$ cat config.mk
export PLATFORM = sky130hd
export DESIGN_NAME = pll_lock_supervisor
export DESIGN_NICKNAME = d
export VERILOG_FILES = /design/src/rtl/pls_pkg.sv /design/src/rtl/pls_sync.sv /design/src/rtl/pls_fsm.sv /design/src/rtl/pls_evt_cnt.sv /design/src/rtl/pll_lock_supervisor.sv
export SDC_FILE = /design/constraint.sdc
export NUM_CORES = 1
export LEC_CHECK = 0
export BUFFER_PORTS_ARGS = -buffer_cell sky130_fd_sc_hd__buf_2
export CAP_MARGIN = 5
export CORE_MARGIN = 1
export CORE_UTILIZATION = 40
export CTS_BUF_LIST = sky130_fd_sc_hd__clkbuf_4
export DETAILED_ROUTE_END_ITERATION = 7
export SLEW_MARGIN = 25
export SYNTH_ARGS = -nofsm -noshare
export SYNTH_HDL_FRONTEND = slang
export SYNTH_HIERARCHICAL = 1
export SYNTH_SLANG_ARGS = --single-unit
$ cat constraint.sdc
create_clock -name mon_clk -period 2 [get_ports mon_clk]
set_clock_uncertainty 0.15 [all_clocks]
set_input_delay 0 -clock mon_clk [delete_from_list [all_inputs] [get_ports mon_clk]]
set_output_delay 0 -clock mon_clk [all_outputs]
set_load 0.02 [all_outputs]
$ cat src/rtl/pls_pkg.sv
// Shared types for the PLL lock supervisor.
// Assumes nothing beyond a single monitor clock domain.
package pls_pkg;

    typedef enum logic [2:0] {
        ST_RUN        = 3'd0,
        ST_GRACE      = 3'd1,
        ST_SAFE_RESET = 3'd2,
        ST_ACQUIRE    = 3'd3,
        ST_QUALIFY    = 3'd4
    } sup_state_t;

endpackage

$ cat src/rtl/pls_sync.sv
// Multi-flop synchronizer bringing the raw lock level into the monitor domain.
// Assumes the input is a level that changes slowly relative to mon_clk.
module pls_sync #(
    parameter int unsigned STAGES = 2
) (
    input  logic clk,
    input  logic rst_n,
    input  logic d_i,
    output logic q_o
);

    logic [STAGES-1:0] chain;

    // Shift the asynchronous level through the flop chain.
    always_ff @(posedge clk) begin
        if (!rst_n) chain <= '0;
        else        chain <= {chain[STAGES-2:0], d_i};
    end

    assign q_o = chain[STAGES-1];

endmodule

$ cat src/rtl/pls_fsm.sv
// Recovery state machine with one shared interval timer.
// Assumes lock_s is already synchronized; all interval parameters are >= 2.
module pls_fsm
    import pls_pkg::*;
#(
    parameter int unsigned GRACE_CYC = 8,
    parameter int unsigned PULSE_CYC = 4,
    parameter int unsigned ACQ_CYC   = 32,
    parameter int unsigned QUAL_CYC  = 1024
) (
    input  logic       clk,
    input  logic       rst_n,
    input  logic       lock_s,
    output sup_state_t state_o,
    output logic       esc_o
);

    localparam int unsigned MAX_GP  = (GRACE_CYC > PULSE_CYC) ? GRACE_CYC : PULSE_CYC;
    localparam int unsigned MAX_AQ  = (ACQ_CYC > QUAL_CYC) ? ACQ_CYC : QUAL_CYC;
    localparam int unsigned MAX_ALL = (MAX_GP > MAX_AQ) ? MAX_GP : MAX_AQ;
    localparam int unsigned TW      = $clog2(MAX_ALL + 1);

    localparam logic [TW-1:0] G_LAST = TW'(GRACE_CYC - 1);
    localparam logic [TW-1:0] P_LAST = TW'(PULSE_CYC - 1);
    localparam logic [TW-1:0] A_LAST = TW'(ACQ_CYC - 1);
    localparam logic [TW-1:0] Q_LAST = TW'(QUAL_CYC - 1);

    sup_state_t    state, nstate;
    logic [TW-1:0] cnt, ncnt;

    // Next-state, timer and escalation-strobe decode.
    always_comb begin
        nstate = state;
        ncnt   = cnt + 1'b1;
        esc_o  = 1'b0;
        unique case (state)
            ST_RUN: begin
                ncnt = '0;
                if (!lock_s) nstate = ST_GRACE;
            end
            ST_GRACE: begin
                if (lock_s) begin
                    nstate = ST_RUN;
                    ncnt   = '0;
                end else if (cnt == G_LAST) begin
                    nstate = ST_SAFE_RESET;
                    ncnt   = '0;
                    esc_o  = 1'b1;
                end
            end
            ST_SAFE_RESET: begin
                if (cnt == P_LAST) begin
                    nstate = ST_ACQUIRE;
                    ncnt   = '0;
                end
            end
            ST_ACQUIRE: begin
                if (lock_s) begin
                    nstate = ST_QUALIFY;
                    ncnt   = '0;
                end else if (cnt == A_LAST) begin
                    nstate = ST_SAFE_RESET;
                    ncnt   = '0;
                    esc_o  = 1'b1;
                end
            end
            ST_QUALIFY: begin
                if (!lock_s) begin
                    nstate = ST_ACQUIRE;
                    ncnt   = '0;
                end else if (cnt == Q_LAST) begin
                    nstate = ST_RUN;
                    ncnt   = '0;
                end
            end
            default: begin
                nstate = ST_ACQUIRE;
                ncnt   = '0;
            end
        endcase
    end

    // State and timer registers; power-on waits for first lock.
    always_ff @(posedge clk) begin
        if (!rst_n) begin
            state <= ST_ACQUIRE;
            cnt   <= '0;
        end else begin
            state <= nstate;
            cnt   <= ncnt;
        end
    end

    assign state_o = state;

    // a synchronized drop in RUN opens the self-recovery window.
    assert_grace_entry_R3: assert property (@(posedge clk) disable iff (!rst_n)
        (state == ST_RUN && !lock_s) |=> state == ST_GRACE);

    // lock returning inside the window resumes RUN.
    assert_grace_exit_R3: assert property (@(posedge clk) disable iff (!rst_n)
        (state == ST_GRACE && lock_s) |=> state == ST_RUN);

    // the pulse holds until its last cycle, then moves to acquisition.
    assert_pulse_hold_R5: assert property (@(posedge clk) disable iff (!rst_n)
        (state == ST_SAFE_RESET && cnt != P_LAST) |=> state == ST_SAFE_RESET);
    assert_pulse_end_R5: assert property (@(posedge clk) disable iff (!rst_n)
        (state == ST_SAFE_RESET && cnt == P_LAST) |=> state == ST_ACQUIRE);

    // a drop during qualification restarts acquisition.
    assert_qual_restart_R7: assert property (@(posedge clk) disable iff (!rst_n)
        (state == ST_QUALIFY && !lock_s) |=> state == ST_ACQUIRE);

endmodule

$ cat src/rtl/pls_evt_cnt.sv
// Saturating escalation counter.
// Assumes inc_i is a single-cycle strobe per escalation.
module pls_evt_cnt #(
    parameter int unsigned W = 3
) (
    input  logic         clk,
    input  logic         rst_n,
    input  logic         inc_i,
    output logic [W-1:0] cnt_o
);

    localparam logic [W-1:0] SAT = '1;

    // Count escalations, holding at the top value.
    always_ff @(posedge clk) begin
        if (!rst_n)                     cnt_o <= '0;
        else if (inc_i && cnt_o != SAT) cnt_o <= cnt_o + 1'b1;
    end

    // once saturated the count never moves.
    assert_evt_sat_R9: assert property (@(posedge clk) disable iff (!rst_n)
        (cnt_o == SAT) |=> cnt_o == SAT);

    // below saturation each strobe adds exactly one.
    assert_evt_inc_R9: assert property (@(posedge clk) disable iff (!rst_n)
        (inc_i && cnt_o != SAT) |=> cnt_o == $past(cnt_o) + 1'b1);

endmodule

$ cat src/rtl/pll_lock_supervisor.sv
// Top of the PLL loss-of-lock supervisor: synchronizer, recovery FSM,
// escalation counter and output decode. Assumes mon_clk is free-running,
// 50 MHz or slower, and not derived from the supervised PLL.
module pll_lock_supervisor
    import pls_pkg::*;
#(
    parameter int unsigned SYNC_STAGES = 2,
    parameter int unsigned GRACE_CYC   = 8,
    parameter int unsigned PULSE_CYC   = 4,
    parameter int unsigned ACQ_CYC     = 32,
    parameter int unsigned QUAL_CYC    = 1024,
    parameter int unsigned EVT_W       = 3
) (
    input  logic             mon_clk,
    input  logic             mon_rst_n,
    input  logic             lock_raw_i,
    output logic             pll_rst_o,
    output logic             safe_req_o,
    output logic             clk_good_o,
    output logic [EVT_W-1:0] esc_cnt_o
);

    logic       lock_s;
    logic       esc;
    sup_state_t state;

    pls_sync #(.STAGES(SYNC_STAGES)) u_sync (
        .clk   (mon_clk),
        .rst_n (mon_rst_n),
        .d_i   (lock_raw_i),
        .q_o   (lock_s)
    );

    pls_fsm #(
        .GRACE_CYC (GRACE_CYC),
        .PULSE_CYC (PULSE_CYC),
        .ACQ_CYC   (ACQ_CYC),
        .QUAL_CYC  (QUAL_CYC)
    ) u_fsm (
        .clk     (mon_clk),
        .rst_n   (mon_rst_n),
        .lock_s  (lock_s),
        .state_o (state),
        .esc_o   (esc)
    );

    pls_evt_cnt #(.W(EVT_W)) u_evt (
        .clk   (mon_clk),
        .rst_n (mon_rst_n),
        .inc_i (esc),
        .cnt_o (esc_cnt_o)
    );

    // Decode the outputs from the registered state.
    always_comb begin
        pll_rst_o  = (state == ST_SAFE_RESET);
        clk_good_o = (state == ST_RUN);
        safe_req_o = (state == ST_SAFE_RESET) || (state == ST_ACQUIRE) ||
                     (state == ST_QUALIFY);
    end

    // the PLL is only reset while the design is held safe.
    assert_rst_in_safe_R8: assert property (@(posedge mon_clk) disable iff (!mon_rst_n)
        pll_rst_o |-> safe_req_o);

    // clock-good and safe request never overlap.
    assert_good_excl_R8: assert property (@(posedge mon_clk) disable iff (!mon_rst_n)
        clk_good_o |-> !safe_req_o);

    // clock-good only rises after synchronized lock was seen.
    assert_good_locked_R7: assert property (@(posedge mon_clk) disable iff (!mon_rst_n)
        $rose(clk_good_o) |-> $past(lock_s));

    // every escalation strobe leads into a reset pulse.
    assert_esc_pulse_R4: assert property (@(posedge mon_clk) disable iff (!mon_rst_n)
        esc |=> pll_rst_o);

endmodule

# Word-level counts from Yosys, hierarchy flattened
# Index checks and enable logic that the tools add are counted.
# Widths: inputs -> output; s select.
classes:
  addsub: 2
  eq_ne: 14
  n_mux: 22
  n_reduce_logical: 5
ops:
  columns: ["cell", "n"]
  rows:
  - ["$mux 11", 7]
  - ["$pmux 11 s4", 1]
  - ["$mux 3", 8]
  - ["$pmux 3 s5", 1]
  - ["$add 11x1->11 const B", 1]
  - ["$eq 11x10->1 const B", 1]
  - ["$eq 11x2->1 const B", 1]
  - ["$eq 11x3->1 const B", 1]
  - ["$eq 11x5->1 const B", 1]
  - ["$eq 3x2->1 const B", 2]
  - ["$ne 3x2->1 const B", 2]
  - ["$reduce_and 5->1", 1]
  - ["$mux 1", 4]
  - ["$add 3x1->3 const B", 1]
  - ["$eq 3x1->1 const B", 1]
  - ["$eq 3x3->1 const B", 1]
  - ["$logic_not 3->1", 1]
  - ["$ne 3x1->1 const B", 1]
  - ["$ne 3x3->1 const B", 1]
  - ["$logic_or 1x1->1", 2]
  - ["$ne 2x1->1 const B", 1]
  - ["$ne 2x2->1 const B", 1]
  - ["$pmux 1 s2", 1]
  - ["$logic_and 1x1->1", 1]
totals:
  register_bits: 19
  input_bits: 3
  out_inout_bits: 6
  word_cells: 47

# Depth between registers and ports, before layout
# Gate-level depths: netlist of run 1.
logic_depth:
  word_depth: 5
  depth_mapped: 7
  depth_no_buf: 6

# Cells and area by module
# Netlist of run 1, hierarchy kept.
modules_own_cells:
  columns: ["mod", "n_inst", "cells_each", "area_per_inst_um2", "seq_area_each_um2"]
  rows:
  - ["pls_fsm", 1, 107, 832.0, 280.3]
  - ["pls_evt_cnt", 1, 15, 153.9, 60.1]
  - ["pls_sync", 1, 4, 52.6, 40.0]
  - ["pll_lock_supervisor", 1, 4, 31.3, 0.0]

# Worst setup path before layout of run 1
# OpenSTA, ideal clock, no wires.
synth_timing:
  path_kind: "register -> register"
  from: "register u_fsm.cnt[0]"
  to: "register u_fsm.cnt[5]"
  setup_ps: 115
  arrival_ps: 1698
  t_required_ps: 1735
  path_slack_ps: 38
  path_stages_with_launch: 8
  n_path_buf: 1
  synth_period_minus_slack_ps: 1962
  cell_sequence: "dfxtp_1 ha_1 or4b_4 o221a_4 nand3b_2 a311o_1 buf_6 nor2_1"
synth_via:
  elab_chain_cells: 4
  word_cells_on_any_way: 13
  cone_classes: "add/sub (1); eq/ne (4); mux (8)"
synth_rtl:
  columns: ["element", "line", "source"]
  rows:
  - ["from (decl)", "pls_fsm.sv:29", "logic [TW-1:0] cnt, ncnt;"]
  - ["from (signal assigned)", "pls_fsm.sv:90", "cnt <= ncnt;"]
  - ["$add 11x1->11, or another cell as far along", "pls_fsm.sv:34", "ncnt = cnt + 1'b1;"]
  - ["$mux 11, on equally long branches", "pls_fsm.sv:71, pls_fsm.sv:45, pls_fsm.sv:61", null]
  - ["$mux 11, on equally long branches", "pls_fsm.sv:68, pls_fsm.sv:42, pls_fsm.sv:58", null]
  - ["$pmux 11 s4 (*)", "pls_fsm.sv:36", "unique case (state)"]
# Mark *: on every way between the ends. The rest lies on a longest branch, timed or not.
# A chain may end at the register's enable or synchronous reset.

# Worst setup path in the final report of run 1
layout_timing:
  from: "register u_fsm.cnt[0]"
  to: "register u_fsm.cnt[6]"
# Same word-level chain as after synthesis.

==> impl_metrics.json, run 1 <==
{
  "drc_errors": 0,
  "syn_area_um2": 1070,
  "drv.max_cap_violation_count": 0,
  "first_global_vias": 818,
  "finalCritPeriodShare_pct": 100,
  "critPathRequiredTime_ns": 2.05,
  "floorplan.initialDensity_pct": 42.8,
  "leakagePower_nw": 0.510,
  "drive_above_1_share_pct": 23.8,
  "critical_path.slowest_cell": "or4b_4",
  "global_route_wire_length_before_repair_um": 3470,
  "clock_path_buffers": 2,
  "timing.max_slew.rel_slack_pct": 75.2,
  "fp.dieW_um": 53.7,
  "worst_r2r_path_depth": 7,
  "clock_insertion_delay_worst_skew_ns": 0.30,
  "final_cell_count_no_fill": 181,
  "vdd.ir_drop.worst_mv": 0.489,
  "tritoncts_num_sinks": 19,
  "start_kind": "flop",
  "critical-path-max-stage-delay_ns": 0.47,
  "syn_to_final_growth_pct": 21.8,
  "detailed_place_hpwl_um": 1550,
  "ports": 9,
  "totalWireLength_um": 2300,
  "routabilityCongestion": 0.832,
  "post-route-min-period_ns": 2.01,
  "max_clock_freq_mhz": 498,
  "cts_inserted_buffers": 3,
  "path_cells": "ha_4 -> or4b_4 -> o221a_4 -> nand3b_2 -> a311o_1 -> buf_6 -> nor2_1",
  "rows": 18,
  "buffer_ports.inserted": 8,
  "violations_in_the_final_reports": "setup timing",
  "global_route.usage.total_pct": 16.5,
  "slew_violations": 0,
  "synth.yosys.seq_area_share_pct": 35.6,
  "rrSetupSlack_ns": -0.01,
  "asyncSetResetFlopFracSynth_pct": 0,
  "ys_top_cells_by_area": "dfxtp_1, nor2_1, nand2_1",
  "grt_total_ovfl": 0,
  "post_drt_wl_per_cell_um": 12.7,
  "die_h_um": 53.7,
  "finalHoldViolCount": 0,
  "finalWorstSetupSlack_ns": -0.00961,
  "n_fill_cell": 261,
  "drt-initial-drc-count": 17,
  "diodes": 0,
  "critical_path.top_delay_family": "simple AND/OR/NAND/NOR gates",
  "maximum_level_of_the_cts_h_tree": 1,
  "total_power_mw": 1.02,
  "pwr_density_cell_nw_per_um2": 784,
  "holdCritStartpoint": "u_sync/chain[0]",
  "drt_pass1_iterations": 4,
  "finalNetCount": 159,
  "critPathKind": "flop to flop",
  "cts.root.buffer_cell": "clkbuf_4",
  "layout_common_cells": "nor2_1, nand2_1, dfxtp_1",
  "yosysWarningCount": 6,
  "critPathBufInv": 1,
  "arrival_ns": 2.06,
  "pin_count_of_the_biggest_net_entering_global_routing": 16,
  "syn-num-nets": 137,
  "yosys.cell_types.count": 39,
  "final_common_cell": "nor2_1",
  "drtAntennaViolNets": 0,
  "synth_top_cell_by_area": "dfxtp_1",
  "synth_top_area_share_pct": 35.6,
  "setup-violations-final": 8,
  "via_per_inst": 5.31,
  "synthesis.instances": 130,
  "syn-mean-instance-area_um2": 8.23,
  "worst_hold_path.endpoint": "u_sync/chain[1]",
  "antenna_found_initial": 0,
  "layout.area.seq_um2": 385,
  "worstHoldPathType": "flop to flop",
  "status": "finished, violations left",
  "timing.rr.end": "u_fsm/cnt[6]",
  "setup_repair_after_global_routing_missed_its_margin": "true",
  "worst_pin_slew_ns": 0.371,
  "post_synth_edffs": 0,
  "route.vias.total": 961,
  "post_cts_buffers": 0,
  "dp.cells": 173,
  "core_um2": 2500,
  "worstReg2RegStart": "u_fsm/cnt[0]",
  "hold-path-cell-count": 1,
  "timing.critical_path.to_type": "flop",
  "clk_pin_slew_worst_paths_ns": 0.11,
  "cts_tree": "yes",
  "crit_path_max_fanout": 5,
  "multi_input_comb_area_um2": 673,
  "primary_ff_master_synth": "dfxtp_1",
  "design.die.area_um2": 2890,
  "synth_seq_cells": 19
}
==> Yosys cell counts, drive strengths merged (2+ instances only) <==
master  count
a21oi       6
and2        3
and3        3
buf         3
clkbuf      2
dfxtp      19
ha          4
inv         5
mux2i       2
nand2      17
nand2b      2
nand3       6
nand4       3
nor2       19
nor2b       3
nor3        3
nor4        2
o21ai       3
xnor2       6
xor2        2
==> per-layer routing <==
metal	track usage [%]	vias up	part of all wire, %
met5	0	-	0
met4	3.95	0	0.91
met3	5.08	4	3.9
met2	26.5	21	46
met1	21.3	441	49
li1	-	495	-
==> where the power goes <==
part | internal [mW] | switching, mW
Combinational | 0.181 | 0.203
Sequential | 0.411 | 0.0275
Clock | 0.0746 | 0.124
==> timing repair <==
item,4_1_cts,5_1_grt
gates resized for setup,2,10
hold buffers,3,0
endpoints found under the setup margin,9,14
gates cloned,0,1
pin swaps,0,0
hold endpoints to repair,7,0
==> kinds of logic (layout without fill, tap and decap cells) <==
kind of cell / Yosys count / in the layout / share of synthesized area, %
compound gates: 18 / 18 / 12.5
xor+xnor: 8 / 8 / 6.55
fa+ha+maj: 4 / 4 / 4.68
buf+inv: 10 / 31 / 4.44
flops: 19 / 19 / 35.6
mux: 3 / 3 / 3.27
simple gates: 68 / 68 / 33.0
==> state kept, by name, summed over array words and instances (netlist names) <==
signal / count
u_sync/chain: 2
u_fsm/cnt: 11
u_evt/cnt_o: 3
u_fsm/state_o: 3
==> through the flow <==
step	setup TNS, ns	utilization (%)	hold slack, ns	cell area (µm²)	setup WS [ns]
final	-0.0550	52.1	0.294	1300	-0.00961
after global routing	-0.730	52.1	0.309	1300	-0.0814
after CTS	0	50.2	0.297	1250	0.0141
after detailed placement	0	47.7	0.0545	1190	0.00422
after global placement	0	47.7	0.0510	1190	0.0373
after floorplan	0	-	-0.0283	1070	0.0376
==> worst max path at each step <==
stage / startpoint / slack (ns) / depth (start not counted) / end
2_1_floorplan: u_fsm/cnt[0] / 0.04 / 7 / u_fsm/cnt[5]
3_3_place_gp: u_fsm/cnt[0] / 0.04 / 7 / u_fsm/cnt[8]
3_5_place_dp: u_fsm/cnt[0] / 0.004 / 7 / u_fsm/cnt[5]
4_1_cts: u_fsm/cnt[0] / 0.01 / 7 / u_fsm/cnt[5]
5_1_grt: u_fsm/cnt[1] / -0.08 / 7 / u_fsm/cnt[8]
6_report: u_fsm/cnt[0] / -0.01 / 7 / u_fsm/cnt[6]
==> layout make-up <==
type / count / share of cell area [%]
multi-input cells: 101 / 51.7
flip-flops and latches: 19 / 29.6
repair buffers: 22 / 12.3
well taps: 30 / 2.88
clock buffers: 3 / 1.73
inverters: 5 / 1.44
clock inverters: 1 / 0.384
No activity file was read; power rests on OpenSTA's default activity.
==> inputs of run 2 (changes only) <==
--- a/config.mk
+++ b/config.mk
@@ -7,10 +7,14 @@
 export LEC_CHECK = 0
 export BUFFER_PORTS_ARGS = -buffer_cell sky130_fd_sc_hd__buf_2
 export CAP_MARGIN = 5
+export CELL_PAD_IN_SITES_DETAIL_PLACEMENT = 1
+export CELL_PAD_IN_SITES_GLOBAL_PLACEMENT = 1
 export CORE_MARGIN = 1
 export CORE_UTILIZATION = 40
 export CTS_BUF_LIST = sky130_fd_sc_hd__clkbuf_4
 export DETAILED_ROUTE_END_ITERATION = 7
+export GPL_TIMING_DRIVEN = 0
+export PLACE_DENSITY_LB_ADDON = 0.1
 export SLEW_MARGIN = 25
 export SYNTH_ARGS = -nofsm -noshare
 export SYNTH_HDL_FRONTEND = slang
==> run 2 against run 1 <==
Effect of this change:
- the run still ends with setup timing left
- utilization is 0.25 points lower
- combinational power shrank 5.7%
- first-iteration DRC count decreased by 41%
- highest routed layer unchanged
- non-clock buffer count down 3
- die area unchanged
- clock power up 8%
- setup slack worse by 0.019 ns
- final area fell by 0.48%
- fmax shrank 0.95%
- clock-buffer cell count increased by 1
- register-to-register slack worse by 0.02 ns
==> impl_metrics.json, run 2 (synthesized netlist as in run 1, its figures left out) <==
{
  "status": "finished, violations left",
  "violations_in_the_final_reports": "setup timing",
  "setup-violations-final": 10,
  "n_fill_cell": 312,
  "drt_pass1_iterations": 3,
  "critPathKind": "flop to flop",
  "worst_r2r_path_depth": 7,
  "final_common_cell": "nor2_1",
  "post-route-cell-area_um2": 1300,
  "finalHoldViolCount": 0,
  "route.vias.total": 974,
  "layout_common_cells": "nor2_1, nand2_1, dfxtp_1",
  "worst_pin_slew_ns": 0.480,
  "placed_cell_area_um2": 1150,
  "fp.dieW_um": 53.7,
  "pin_count_of_the_biggest_net_entering_global_routing": 11,
  "cts_tree": "yes",
  "sum_of_negative_setup_slack_ns": -0.200,
  "post-route-min-period_ns": 2.03,
  "drv.max_cap_violation_count": 0,
  "max_clock_freq_mhz": 493,
  "register_with_the_most_flip_flops": "u_fsm/cnt",
  "diodes": 0,
  "arrival_ns": 2.08,
  "routabilityCongestion": 0.764,
  "rrSetupSlack_ns": -0.03,
  "clk_pin_slew_worst_paths_ns": 0.11,
  "vdd.ir_drop.worst_mv": 0.574,
  "drt-initial-drc-count": 10,
  "critical_path.endpoint": "u_fsm/cnt[9]",
  "buffer_ports.inserted": 8,
  "path_cells": "ha_4 -> or4b_4 -> o221a_4 -> nand3b_4 -> a311o_1 -> buf_6 -> nor2_1",
  "critical_path.startpoint": "u_fsm/cnt[0]",
  "largest_register_ffs": 11,
  "critPathRequiredTime_ns": 2.05,
  "maximum_level_of_the_cts_h_tree": 1,
  "global_route.usage.total_pct": 19.1,
  "detailed_place_hpwl_um": 1770,
  "finalCritPeriodShare_pct": 101,
  "timing.rr.end": "u_fsm/cnt[9]",
  "hold_slack_ns": 0.307,
  "critical-path-max-stage-delay_ns": 0.47,
  "cts_inserted_buffers": 3,
  "pwr_density_cell_nw_per_um2": 790,
  "antenna_found_initial": 0,
  "rows": 18,
  "finalWorstSetupSlack_ns": -0.0289,
  "crit_path_max_fanout": 10,
  "worstReg2RegStart": "u_fsm/cnt[0]",
  "clock_path_buffers": 2,
  "final_cell_count_no_fill": 178,
  "core_um2": 2500,
  "setup_repair_after_global_routing_missed_its_margin": "true",
  "drc_errors": 0,
  "grt_total_ovfl": 0,
  "drtAntennaViolNets": 0,
  "start_kind": "flop",
  "drive_above_1_share_pct": 23.6,
  "totalWireLength_um": 2520,
  "clock_insertion_delay_worst_skew_ns": 0.30,
  "tritoncts_num_sinks": 19,
  "global_route_wire_length_before_repair_um": 3920,
  "syn_to_final_growth_pct": 21.2,
  "timing.critical_path.to_type": "flop",
  "die_h_um": 53.7,
  "ports": 9,
  "timing.max_slew.rel_slack_pct": 68.0,
  "first_global_vias": 894,
  "critical_path.slowest_cell": "or4b_4",
  "via_per_inst": 5.47,
  "design.die.area_um2": 2890,
  "finalNetCount": 156,
  "leakagePower_nw": 0.496,
  "cts.root.buffer_cell": "clkbuf_4",
  "total_power_mw": 1.02,
  "slew_violations": 0,
  "dp.cells": 168,
  "worstHoldPathType": "flop to flop",
  "post_drt_wl_per_cell_um": 14.2,
  "floorplan.initialDensity_pct": 42.8
}
-- run 2: power breakdown --
part / internal [mW] / leakage [nW] / switching, mW
Sequential: 0.414 / 0.155 / 0.0337
Combinational: 0.169 / 0.323 / 0.193
Clock: 0.0912 / 0.0184 / 0.123
Total: 0.674 / 0.496 / 0.350
-- run 2: what timing repair did --
action	in CTS	in global routing
setup endpoints to repair	15	14
setup buffers	1	2
pin swaps	1	1
gates resized for setup	11	6
endpoints found under the hold margin	8	0
hold buffers	3	0
-- run 2: cell type report --
cell class	instances	area (µm²)	area share (%)
repair buffers	14	92.6	7.14
multi-input cells	101	696	53.7
plain buffers	5	32.5	2.51
well taps	30	37.5	2.90
clock buffers	4	30.0	2.32
inverters	5	18.8	1.45
flip-flops and latches	19	389	30.0
-- run 2: worst min-delay path by stage --
stage,from,to,slack [ns],cells past startpoint
after floorplan,lock_raw_i,u_sync/chain[0],-0.03,1
after global placement,lock_raw_i,u_sync/chain[0],0.06,2
after detailed placement,lock_raw_i,u_sync/chain[0],0.05,2
after CTS,u_sync/chain[0],u_sync/chain[1],0.31,1
after global routing,u_sync/chain[0],u_sync/chain[1],0.34,1
final,u_sync/chain[0],u_sync/chain[1],0.31,1
-- run 2: metrics by stage --
stage	worst slack, ns	util (%)
6_report	-0.0289	51.9
5_1_grt	-0.0792	51.9
4_1_cts	-0.00273	50.5
3_5_place_dp	-0.124	45.9
3_3_place_gp	-0.0801	45.9
2_1_floorplan	0.0376	-
-- run 2: metal layers --
metal / GRT usage, % / part of all wire [%]
met5: 0 / 0
met4: 6.58 / 0.60
met3: 2.54 / 1.9
met2: 34.2 / 51
met1: 23.1 / 46
-- run 2: worst max-delay path, delay by kind of cell (launching register included) --
| kind | cells | cell delay [ns] |
|---|---|---|
| buffers and inverters | 1 | 0.15 |
| flip-flops | 1 | 0.39 |
| AO/OA/AOI/OAI | 2 | 0.50 |
| adder cells (fa/ha/maj) | 1 | 0.14 |
| AND/OR/NAND/NOR | 3 | 0.60 |
==> inputs of run 3 (changes only) <==
--- a/config.mk
+++ b/config.mk
@@ -15,6 +15,7 @@
 export DETAILED_ROUTE_END_ITERATION = 7
 export GPL_TIMING_DRIVEN = 0
 export PLACE_DENSITY_LB_ADDON = 0.1
+export REMOVE_ABC_BUFFERS = 1
 export SLEW_MARGIN = 25
 export SYNTH_ARGS = -nofsm -noshare
 export SYNTH_HDL_FRONTEND = slang
==> run 3 against run 2 <==
Effect of this change:
- the run still ends with setup timing left
- fmax up 0.66%
- clock-buffer cell count is 1 lower
- non-clock buffer count is 6 lower
- sequential power increased by 6.7%
- first-iteration DRC count down 40%
- critical path depth down 2
- die area did not move
- routed wire length grew 0.67%
- hold slack lost 0.0036 ns
- via count decreased by 2.5%
- global-route usage rose by 1.0 points
- largest cell class unchanged
- critical endpoint unchanged
- clock power fell by 7%
==> impl_metrics.json, run 3 (synthesized netlist as in run 1, its figures left out) <==
{
  "wl_met3_um": 67,
  "drtAntennaViolNets": 0,
  "route.vias.total": 950,
  "drc_errors": 0,
  "die_h_um": 53.7,
  "tritoncts_num_sinks": 19,
  "finalHoldViolCount": 0,
  "design.die.area_um2": 2890,
  "finalNetCount": 151,
  "post_drt_wl_per_cell_um": 14.7,
  "floorplan.initialDensity_pct": 42.8,
  "detailed_place_hpwl_um": 1700,
  "clock_path_buffers": 2,
  "power.share.combinational_pct": 30.2,
  "setup_repair_after_global_routing_missed_its_margin": "true",
  "fp.dieW_um": 53.7,
  "worst_pin_slew_ns": 0.513,
  "cts.root.buffer_cell": "clkbuf_4",
  "finalCritPeriodShare_pct": 101,
  "start_kind": "flop",
  "global_route_wire_length_before_repair_um": 4220,
  "leakagePower_nw": 0.468,
  "status": "finished, violations left",
  "pwr_density_cell_nw_per_um2": 767,
  "via_per_inst": 5.49,
  "buffer_ports.inserted": 8,
  "post-route-cell-area_um2": 1260,
  "postLayoutCoreUtil_pct": 50.5,
  "core_um2": 2500,
  "wl_met2_um": 1300,
  "clk_pin_slew_worst_paths_ns": 0.11,
  "pre_cts_ws_ns": -0.306,
  "timing.max_slew.rel_slack_pct": 65.7,
  "totalWireLength_um": 2540,
  "largest_register_ffs": 11,
  "final_common_cell": "nor2_1",
  "crit_path_max_fanout": 16,
  "drt_pass1_iterations": 2,
  "drt-initial-drc-count": 6,
  "pin_count_of_the_biggest_net_entering_global_routing": 17,
  "maximum_level_of_the_cts_h_tree": 1,
  "top_layer_used": "met4",
  "clock_insertion_delay_worst_skew_ns": 0.30,
  "violations_in_the_final_reports": "setup timing",
  "setup-violations-final": 1,
  "finalWorstSetupSlack_ns": -0.0155,
  "post-route-min-period_ns": 2.02,
  "vdd.ir_drop.worst_mv": 0.418,
  "cts_inserted_buffers": 3,
  "timing.critical_path.to_type": "flop",
  "placed_cell_area_um2": 1120,
  "syn_to_final_growth_pct": 17.9,
  "layout_common_cells": "nor2_1, nand2_1, dfxtp_1",
  "drv.max_cap_violation_count": 0,
  "p_clk_share_pct": 20.5,
  "first_global_vias": 902,
  "global_route.usage.total_pct": 20.1,
  "register_with_the_most_flip_flops": "u_fsm/cnt",
  "rows": 18,
  "sum_of_negative_setup_slack_ns": -0.0155,
  "p_switching_uw": 344,
  "drive_above_1_share_pct": 21.0,
  "ports": 9,
  "power_switching_share_pct": 35.6,
  "routabilityCongestion": 0.782,
  "power_report.internal_total_uw": 623,
  "cts_tree": "yes",
  "critPathKind": "flop to flop",
  "slew_violations": 0,
  "antenna_found_initial": 0,
  "max_clock_freq_mhz": 496,
  "arrival_ns": 2.06,
  "seq_power_share_pct": 49.3,
  "grt_total_ovfl": 0,
  "wl_met1_um": 1160,
  "diodes": 0,
  "critPathRequiredTime_ns": 2.05,
  "worstHoldPathType": "flop to flop"
}
run 3: cell count changes in the layout (fill, tap and decap cells not counted), moves of 2 or more:
cell,change
dfxtp_2,+2
clkbuf_4,-2
nor2b_1,+2
nor2b_2,-2
run 3: repair_timing:
item / CTS / global route
setup endpoints to repair: 16 / 11
gates cloned: 1 / 0
pin swaps: 5 / 9
endpoints found under the hold margin: 7 / 0
hold buffers: 3 / 0
resized for setup: 13 / 1
buffers inserted: 2 / 0
run 3: final timing paths:
check | from | cells after the start | slack, ns | to
setup reg to reg | u_fsm/state_o[1] | 5 | -0.02 | u_fsm/cnt[9]
setup / recovery | u_fsm/state_o[1] | 5 | -0.02 | u_fsm/cnt[9]
hold / removal | u_sync/chain[0] | 1 | 0.30 | u_sync/chain[1]
hold reg to reg | u_sync/chain[0] | 1 | 0.30 | u_sync/chain[1]
run 3: layer usage:
| layer | vias to the layer above | global-route usage, % |
|---|---|---|
| met5 | - | 0 |
| met4 | 0 | 3.95 |
| met3 | 2 | 5.08 |
| met2 | 11 | 36.0 |
| met1 | 456 | 23.9 |
| li1 | 481 | - |
run 3: worst max-delay path, cell delays in order, from the launching register on:
cell and delay, ns:
dfxtp_2 0.42, or4b_4 0.58, o221a_4 0.29, nand3b_4 0.09, a311o_1 0.30, nor2_1 0.08
run 3: metrics by stage:
| stage | hold WS (ns) | power, mW | std cells |
|---|---|---|---|
| 6_report | 0.303 | 0.968 | 173 |
| 5_1_grt | 0.335 | 1.04 | 173 |
| 4_1_cts | 0.315 | 0.980 | 173 |
| 3_5_place_dp | 0.0532 | 0.723 | 163 |
| 3_3_place_gp | 0.0531 | 0.713 | 163 |
| 2_1_floorplan | -0.0283 | 0.655 | 125 |
run 3: power groups by stage:
stage / clock network (mW) / registers (mW) / logic, mW
6_report: 0.198 / 0.477 / 0.293
3_3_place_gp: 0 / 0.467 / 0.246
4_1_cts: 0.209 / 0.479 / 0.293
2_1_floorplan: 0 / 0.454 / 0.202
3_5_place_dp: 0 / 0.472 / 0.252
5_1_grt: 0.224 / 0.487 / 0.326
run 3: area by class of cell:
class	count	area (µm²)
inverters	5	18.8
clock buffers	3	22.5
fillers	308	1240
well taps	30	37.5
clock inverters	1	5.00
flip-flops and latches	19	388
multi-input cells	102	704
repair buffers	13	85.1
